## src/rtl/mvx_pkg.sv

```systemverilog
package mvx_pkg;
  typedef enum logic [1:0] {
    CMD_EXEC = 2'd0,
    CMD_TEST = 2'd1,
    CMD_INV  = 2'd2,
    CMD_NOP  = 2'd3
  } mvx_cmd_e;

  typedef enum logic [1:0] {
    OP_ADD  = 2'd0,
    OP_SUB  = 2'd1,
    OP_MUL  = 2'd2,
    OP_PASS = 2'd3
  } mvx_op_e;

  typedef enum logic [1:0] {
    TST_EQZ = 2'd0,
    TST_NEZ = 2'd1,
    TST_GE  = 2'd2,
    TST_OFF = 2'd3
  } mvx_tst_e;

  typedef enum logic {
    ST_IDLE = 1'b0,
    ST_RUN  = 1'b1
  } mvx_st_e;
endpackage

```

## src/rtl/mvx_alu.sv

```systemverilog
module mvx_alu
  import mvx_pkg::*;
#(
  parameter int W = 16
) (
  input  mvx_op_e        op,
  input  logic [W-1:0]   a,
  input  logic [W-1:0]   b,
  output logic [W-1:0]   y
);
  logic [2*W-1:0] prod;

  assign prod = {{W{1'b0}}, a} * {{W{1'b0}}, b};

  always_comb begin
    unique case (op)
      OP_ADD:  y = a + b;
      OP_SUB:  y = a - b;
      OP_MUL:  y = prod[W-1:0];
      default: y = a;
    endcase
  end
endmodule

```

## src/rtl/mvx_cmp.sv

```systemverilog
module mvx_cmp
  import mvx_pkg::*;
#(
  parameter int W = 16
) (
  input  mvx_tst_e       tst,
  input  logic [W-1:0]   a,
  input  logic [W-1:0]   b,
  output logic           hit
);
  always_comb begin
    unique case (tst)
      TST_EQZ: hit = (a == '0);
      TST_NEZ: hit = (a != '0);
      TST_GE:  hit = ($signed(a) >= $signed(b));
      default: hit = 1'b0;
    endcase
  end
endmodule

```

## src/rtl/mvx_prienc.sv

```systemverilog
module mvx_prienc #(
  parameter int N  = 16,
  parameter int IW = $clog2(N)
) (
  input  logic [N-1:0]  req,
  output logic [IW-1:0] idx,
  output logic          any
);
  always_comb begin
    idx = '0;
    for (int i = N - 1; i >= 0; i--) begin
      if (req[i]) idx = IW'(i);
    end
  end

  assign any = |req;
endmodule

```

## src/rtl/mvx_lenmask.sv

```systemverilog
module mvx_lenmask #(
  parameter int N  = 16,
  parameter int LW = $clog2(N + 1)
) (
  input  logic [LW-1:0] len,
  output logic [N-1:0]  m
);
  for (genvar g = 0; g < N; g++) begin : g_bit
    assign m[g] = (LW'(g) < len);
  end
endmodule

```

## src/rtl/mvx_unit.sv

```systemverilog
module mvx_unit
  import mvx_pkg::*;
#(
  parameter int N = 16,
  parameter int W = 16
) (
  input  logic                       clk,
  input  logic                       rst_n,
  input  logic                       start_i,
  input  logic [1:0]                 cmd_i,
  input  logic [1:0]                 op_i,
  input  logic [1:0]                 tst_i,
  input  logic                       dense_i,
  input  logic [$clog2(N+1)-1:0]     vlen_i,
  output logic [$clog2(N)-1:0]       rd_idx_o,
  input  logic [W-1:0]               a_i,
  input  logic [W-1:0]               b_i,
  output logic                       wr_en_o,
  output logic [$clog2(N)-1:0]       wr_idx_o,
  output logic [W-1:0]               wr_data_o,
  output logic                       busy_o,
  output logic                       done_o,
  output logic [N-1:0]               mask_o
);
  localparam int IW = $clog2(N);
  localparam int LW = $clog2(N + 1);
  localparam logic [LW-1:0] NMAX = LW'(N);

  // reset release synchronizer
  logic [1:0] rs_q;
  logic       rst_ln;
  always_ff @(posedge clk or negedge rst_n) begin
    if (!rst_n) rs_q <= 2'b00;
    else        rs_q <= {rs_q[0], 1'b1};
  end
  assign rst_ln = rs_q[1];

  // state
  mvx_st_e         st_q, st_n;
  mvx_cmd_e        cmd_q, cmd_n;
  mvx_op_e         op_q, op_n;
  mvx_tst_e        tst_q, tst_n;
  logic            dense_q, dense_n;
  logic [LW-1:0]   vlen_q, vlen_n;
  logic [IW-1:0]   idx_q, idx_n;
  logic [N-1:0]    rem_q, rem_n;
  logic [N-1:0]    mask_q, mask_n;
  logic            wr_en_q, wr_en_n;
  logic [IW-1:0]   wr_idx_q, wr_idx_n;
  logic [W-1:0]    wr_data_q, wr_data_n;
  logic            done_q, done_n;

  // datapath helpers
  logic [LW-1:0]   vlen_cl;
  logic [N-1:0]    lm_start;
  logic [IW-1:0]   pe_idx;
  logic            pe_any;
  logic [N-1:0]    rem_clr;
  logic            skip_mode;
  logic [IW-1:0]   cur_idx;
  logic            in_len;
  logic            last_seq;
  logic            last_el;
  logic [W-1:0]    alu_y;
  logic            cmp_hit;
  logic            accept;
  logic            cfg_en;

  assign vlen_cl = (vlen_i > NMAX) ? NMAX : vlen_i;

  mvx_lenmask #(.N(N), .LW(LW)) u_lenmask (
    .len (vlen_cl),
    .m   (lm_start)
  );

  mvx_prienc #(.N(N), .IW(IW)) u_prienc (
    .req (rem_q),
    .idx (pe_idx),
    .any (pe_any)
  );

  assign skip_mode = dense_q && (cmd_q == CMD_EXEC);
  assign cur_idx   = skip_mode ? pe_idx : idx_q;
  assign rem_clr   = rem_q & ~(N'(1) << pe_idx);
  assign in_len    = (LW'(idx_q) < vlen_q);
  assign last_seq  = ((LW'(idx_q) + LW'(1)) >= vlen_q);
  assign last_el   = skip_mode ? (rem_clr == '0) : last_seq;

  mvx_alu #(.W(W)) u_alu (
    .op (op_q),
    .a  (a_i),
    .b  (b_i),
    .y  (alu_y)
  );

  mvx_cmp #(.W(W)) u_cmp (
    .tst (tst_q),
    .a   (a_i),
    .b   (b_i),
    .hit (cmp_hit)
  );

  assign accept = (st_q == ST_IDLE) && start_i;
  assign cfg_en = accept;

  // next-state logic
  always_comb begin
    st_n      = st_q;
    cmd_n     = cmd_q;
    op_n      = op_q;
    tst_n     = tst_q;
    dense_n   = dense_q;
    vlen_n    = vlen_q;
    idx_n     = idx_q;
    rem_n     = rem_q;
    mask_n    = mask_q;
    wr_en_n   = 1'b0;
    wr_idx_n  = wr_idx_q;
    wr_data_n = wr_data_q;
    done_n    = 1'b0;

    unique case (st_q)
      ST_IDLE: begin
        if (accept) begin
          cmd_n   = mvx_cmd_e'(cmd_i);
          op_n    = mvx_op_e'(op_i);
          tst_n   = mvx_tst_e'(tst_i);
          dense_n = dense_i;
          vlen_n  = vlen_cl;
          idx_n   = '0;
          unique case (mvx_cmd_e'(cmd_i))
            CMD_EXEC: begin
              rem_n = mask_q & lm_start;
              st_n  = ST_RUN;
            end
            CMD_TEST: begin
              mask_n = '0;
              st_n   = ST_RUN;
            end
            CMD_INV: begin
              mask_n = ~mask_q & lm_start;
              done_n = 1'b1;
            end
            default: begin
              done_n = 1'b1;
            end
          endcase
        end
      end
      default: begin
        if (cmd_q == CMD_TEST) begin
          if (in_len) mask_n[idx_q] = cmp_hit;
        end else begin
          wr_en_n   = skip_mode ? pe_any : (in_len && mask_q[idx_q]);
          wr_idx_n  = cur_idx;
          wr_data_n = alu_y;
          if (skip_mode) rem_n = rem_clr;
        end
        idx_n = idx_q + IW'(1);
        if (last_el) begin
          st_n   = ST_IDLE;
          done_n = 1'b1;
        end
      end
    endcase
  end

  // control registers
  always_ff @(posedge clk or negedge rst_ln) begin
    if (!rst_ln) begin
      st_q    <= ST_IDLE;
      idx_q   <= '0;
      rem_q   <= '0;
      mask_q  <= '0;
      wr_en_q <= 1'b0;
      done_q  <= 1'b0;
    end else begin
      st_q    <= st_n;
      idx_q   <= idx_n;
      rem_q   <= rem_n;
      mask_q  <= mask_n;
      wr_en_q <= wr_en_n;
      done_q  <= done_n;
    end
  end

  // instruction configuration, loaded on accept
  always_ff @(posedge clk or negedge rst_ln) begin
    if (!rst_ln) begin
      cmd_q   <= CMD_NOP;
      op_q    <= OP_ADD;
      tst_q   <= TST_EQZ;
      dense_q <= 1'b0;
      vlen_q  <= '0;
    end else if (cfg_en) begin
      cmd_q   <= cmd_n;
      op_q    <= op_n;
      tst_q   <= tst_n;
      dense_q <= dense_n;
      vlen_q  <= vlen_n;
    end
  end

  // write payload, loaded on an enabled write
  always_ff @(posedge clk or negedge rst_ln) begin
    if (!rst_ln) begin
      wr_idx_q  <= '0;
      wr_data_q <= '0;
    end else if (wr_en_n) begin
      wr_idx_q  <= wr_idx_n;
      wr_data_q <= wr_data_n;
    end
  end

  assign rd_idx_o  = (st_q == ST_RUN) ? cur_idx : '0;
  assign wr_en_o   = wr_en_q;
  assign wr_idx_o  = wr_idx_q;
  assign wr_data_o = wr_data_q;
  assign busy_o    = (st_q == ST_RUN);
  assign done_o    = done_q;
  assign mask_o    = mask_q;
endmodule

```

## config.mk

```make
export PLATFORM = sky130hd
export DESIGN_NAME = mvx_unit
export DESIGN_NICKNAME = d
export VERILOG_FILES = /design/src/rtl/mvx_pkg.sv /design/src/rtl/mvx_alu.sv /design/src/rtl/mvx_cmp.sv /design/src/rtl/mvx_prienc.sv /design/src/rtl/mvx_lenmask.sv /design/src/rtl/mvx_unit.sv
export SDC_FILE = /design/constraint.sdc
export NUM_CORES = 1
export LEC_CHECK = 0
export BUFFER_PORTS_ARGS = -buffer_cell sky130_fd_sc_hd__buf_2
export CORE_MARGIN = 2
export CORE_UTILIZATION = 45
export DETAILED_ROUTE_END_ITERATION = 16
export MAX_ROUTING_LAYER = met4
export PLACE_DENSITY = 0.71
export SLEW_MARGIN = 20
export SYNTH_ARGS = -nofsm -noshare
export SYNTH_HDL_FRONTEND = slang
export SYNTH_SLANG_ARGS = --single-unit
```

## constraint.sdc

```tcl
create_clock -name clk -period 2 [get_ports clk]
set_input_delay 0.2 -clock clk [delete_from_list [all_inputs] [get_ports clk]]
set_output_delay 0.2 -clock clk [all_outputs]
set_load 0.02 [all_outputs]
```

==> results.toml <==
[global_route]
grt_pass1_vias = 11300
grt_start_max_net_pins = 72
grt_antenna_before_repair = 1
grt-ovfl-total = 0
grt.total_usage_pct = 33.6
grt_first_pass_wirelength_um = 61100

[yosys]
synth_simple_gate_area_share_pct = 18.4
complex_gate_fraction_of_the_synthesized_area_pct = 19.2
syn-mean-instance-area_um2 = 8.19
post-synth-top-area-cell = "dfrtp_1"
synth_top_family_by_area = "adder cells"
synth_largest_type_area_fraction_pct = 17.4
ys_seq_elements = 73
synth.yosys.seq_area_share_pct = 17.9
ys_warn_count = 0
parity_gate_share_of_the_synthesized_area_counting_xor_and_xnor_cells_pct = 4.58
muxShareOfSynthArea_pct = 3.42
synth_edf_count = 0
post_synth_most_frequent_cells = "inv_1 (168), nand2_1 (161), ha_1 (95)"
asyncSetResetFlopFracSynth_pct = 100
post_synth_instance_area_mm2 = 0.0102
synth.top_cells.by_area = "dfrtp_1 (17%), fa_1 (16%), ha_1 (12%), inv_1 (6.2%), nand2_1 (5.9%)"
synth_nets = 1473
post_synth_inst_count = 1250
synth_fa_ha_area_share_pct = 27.6
post-synth-top-count-cell = "inv_1"
ys_types = 87
main_synth_ff_type = "dfrtp_1"

[worst_setup_path]
crit_arrival_ns = 5.10
critical_path_required_ns = 2.20
endpoint_kind = "flop"
cp_launch_type = "input pin"
critical_path_class = "input pin to flop"
cp_max_fo = 6

[drt]
drt_first_iter_violations = 1230
wl_met3_um = 3210
detailedRoute.firstPassIterationCount = 5
routedLengthMet1_um = 16700
ant_nets = 0
post_drt_wl_per_cell_um = 21.2
routed_wl_um = 40800
post_drt_via_cell_ratio = 5.84
route.detailed.drc = 0
met2_wirelength_um = 19200
route.vias.total = 11200
maxUsedRoutingLayer = "met4"

[final_layout]
multiInputGateArea_mm2 = 0.00886
final_layout_size_suffix_gt1_share_pct = 44.3
register_area_mm2 = 0.00184
syn2layout_area_growth_pct = 52.7
finish.cell_count_without_fillers = 1924
design.final.nets = 1856
fill_cells = 1576

[timing]
setup_total_neg_slack_ns = -48.35
layout_min_cycle_time_ns = 4.90
max_clock_freq_mhz = 204
timing_hold_violations_final = 0
slew_headroom_pct = 59.9
grt_setup_unrepaired = "yes"
final_critical_path_setup_slack_ns = -2.90
slew_viol_final = 0
hold_slack_ns = 0.134
worst_skew_ns = 0.00930
final-setup-viol-count = 56
worst_pin_slew_ns = 0.601
layout_worst_path_cycle_share_pct = 245

[outcome]
violations_in_the_final_reports = "negative setup slack"
outcome = "complete, but fails checks"

[power]
combPwrFrac_pct = 84.0
netSwitchingFraction_pct = 48.0
netSwitchingPower_mw = 14.2
clkPwrFrac_pct = 6.2
vdd_drop_max_uv = 1490
p_leak_nw = 7.26
cellInternalPower_mw = 15.3
power_per_cell_area_mw_per_mm2 = 1890
fin_total_pwr_mw = 29.5
seq_power_share_pct = 9.8

[clock_tree]
clkSinkCount = 73
clock_tree.buffer_depth = 2
root_buffer = "clkbuf_16"
clk_transition_reported_paths_ns = 0.07
cts_made_buffers = 9
cts_tree = "built"
clk_latency_ns = 0.34
htree_levels = 3

[placed_design]
pre_cts_ws_ns = -3.28
dp.final_hpwl_um = 28900
portBuffers = 89
routabilityCongestion = 0.955
dpl.cell_count = 1843

[floorplanning]
initial_core_utilization_pct = 45.5
die_w_um = 155
io_pins = 90
core_area_mm2 = 0.0225
dieArea_mm2 = 0.0240
fp-row-count = 55
die_h_um = 155

[hold_path]
worstHoldPathType = "input pin to flop"

[job]
drv.max_cap_violation_count = 0
[kinds of logic after synthesis]
kind of cell / count (synthesis)
and+or+nand+nor: 389
AOI/OAI and AO/OA: 295
buffers and inverters: 236
adders and majority gates: 177
DFF: 73
xor gates and xnor gates: 52
muxes: 27
other: 1
[worst max-delay path, cell delays in order]
cell	delay [ns]
buf_12	0.12
buf_12	0.12
buf_8	0.13
nand2_2	0.08
fa_1	0.45
fa_1	0.56
inv_1	0.07
ha_2	0.18
fa_1	0.45
ha_1	0.31
inv_2	0.04
fa_1	0.52
inv_2	0.05
ha_4	0.24
o21a_1	0.12
o31a_1	0.15
o211ai_1	0.25
a21oi_2	0.12
o41a_1	0.34
or3b_1	0.39
nand3_1	0.10
a32oi_1	0.10
[layout make-up]
class / instances / share of cell area (%)
flip-flops and latches: 73 / 11.8
well taps: 285 / 2.28
repair buffers: 437 / 23.0
clock inverters: 7 / 0.657
clock buffers: 9 / 1.44
diodes: 1 / 0.0160
multi-input cells: 941 / 56.7
inverters: 171 / 4.20
[through the flow]
| stage | area (um^2) | util [%] |
|---|---|---|
| floorplan | 10800 | - |
| global placement | 13300 | 59.3 |
| detailed placement | 13300 | 59.3 |
| CTS | 15000 | 66.6 |
| global route | 15600 | 69.4 |
| finish | 15600 | 69.4 |
[power groups by stage]
| stage | Sequential (mW) | Clock, mW | Combinational [mW] |
|---|---|---|---|
| 4_1_cts | 2.81 | 1.85 | 21.7 |
| 2_1_floorplan | 3.19 | 0 | 11.0 |
| 3_3_place_gp | 2.75 | 0 | 18.0 |
| 6_report | 2.87 | 1.83 | 24.8 |
| 3_5_place_dp | 2.78 | 0 | 18.3 |
| 5_1_grt | 2.93 | 1.92 | 26.2 |
[path summary, 6_finish.rpt]
path                            from            end  slack (ns)  depth (start not counted)
hold / removal               dense_i        dense_q        0.13                          2
setup / recovery              b_i[2]  wr_data_o[15]       -2.90                         22
setup reg to reg           rem_q[14]         done_o       -0.62                         11
max in group asynchronous    rs_q[1]       cmd_q[0]        1.36                          1
min in group asynchronous      rst_n        rs_q[0]        0.18                          2
hold reg to reg              rs_q[1]  wr_data_o[11]        0.28                          1
[placed cells by master (no fill, tap or decap), types with 7 or more instances in the layout]
cell and instances:
o21ai_4 7, nand2_2 10, nor4_1 7, mux2i_1 8, nand3_1 14, nor3_1 10, and2_1 35, o21a_1 19
xor2_1 12, xnor2_1 35, clkbuf_16 9, dfrtp_1 65, buf_2 67, inv_2 25, a31oi_1 14, fa_2 11
nor2_4 7, a21oi_2 19, ha_1 59, buf_12 13, and2_4 25, nand2b_1 13, o21ai_2 16, o21ai_1 24
fa_1 70, ha_4 30, o21ai_0 27, a21o_1 8, a21oi_1 51, nor2_1 51, inv_1 143, buf_4 284
nand2_1 149, o211ai_1 15, buf_6 55, buf_8 14, mux2_2 10
[registers in the layout, summed over array words and instances (netlist names)]
signal / flops
busy_o: 1
cmd_q: 2
dense_q: 1
done_o: 1
idx_q: 4
mask_o: 16
op_q: 2
rem_q: 16
rs_q: 2
tst_q: 2
vlen_q: 5
wr_data_o: 16
wr_en_o: 1
wr_idx_o: 4
[what timing repair did]
action,CTS,global route
hold buffers,1,0
resized for setup,243,119
endpoints found under the setup margin,55,57
pin swaps,106,95
gates cloned,1,0
setup buffers,46,24
hold endpoints to repair,2,0
[routing by layer]
layer / global-route usage, % / up-vias
li1: - / 5008
met1: 44.4 / 5500
met2: 53.7 / 588
met3: 4.20 / 142
met4: 11.7 / 0
met5: - / -
Power figures use the tool's default switching activity.
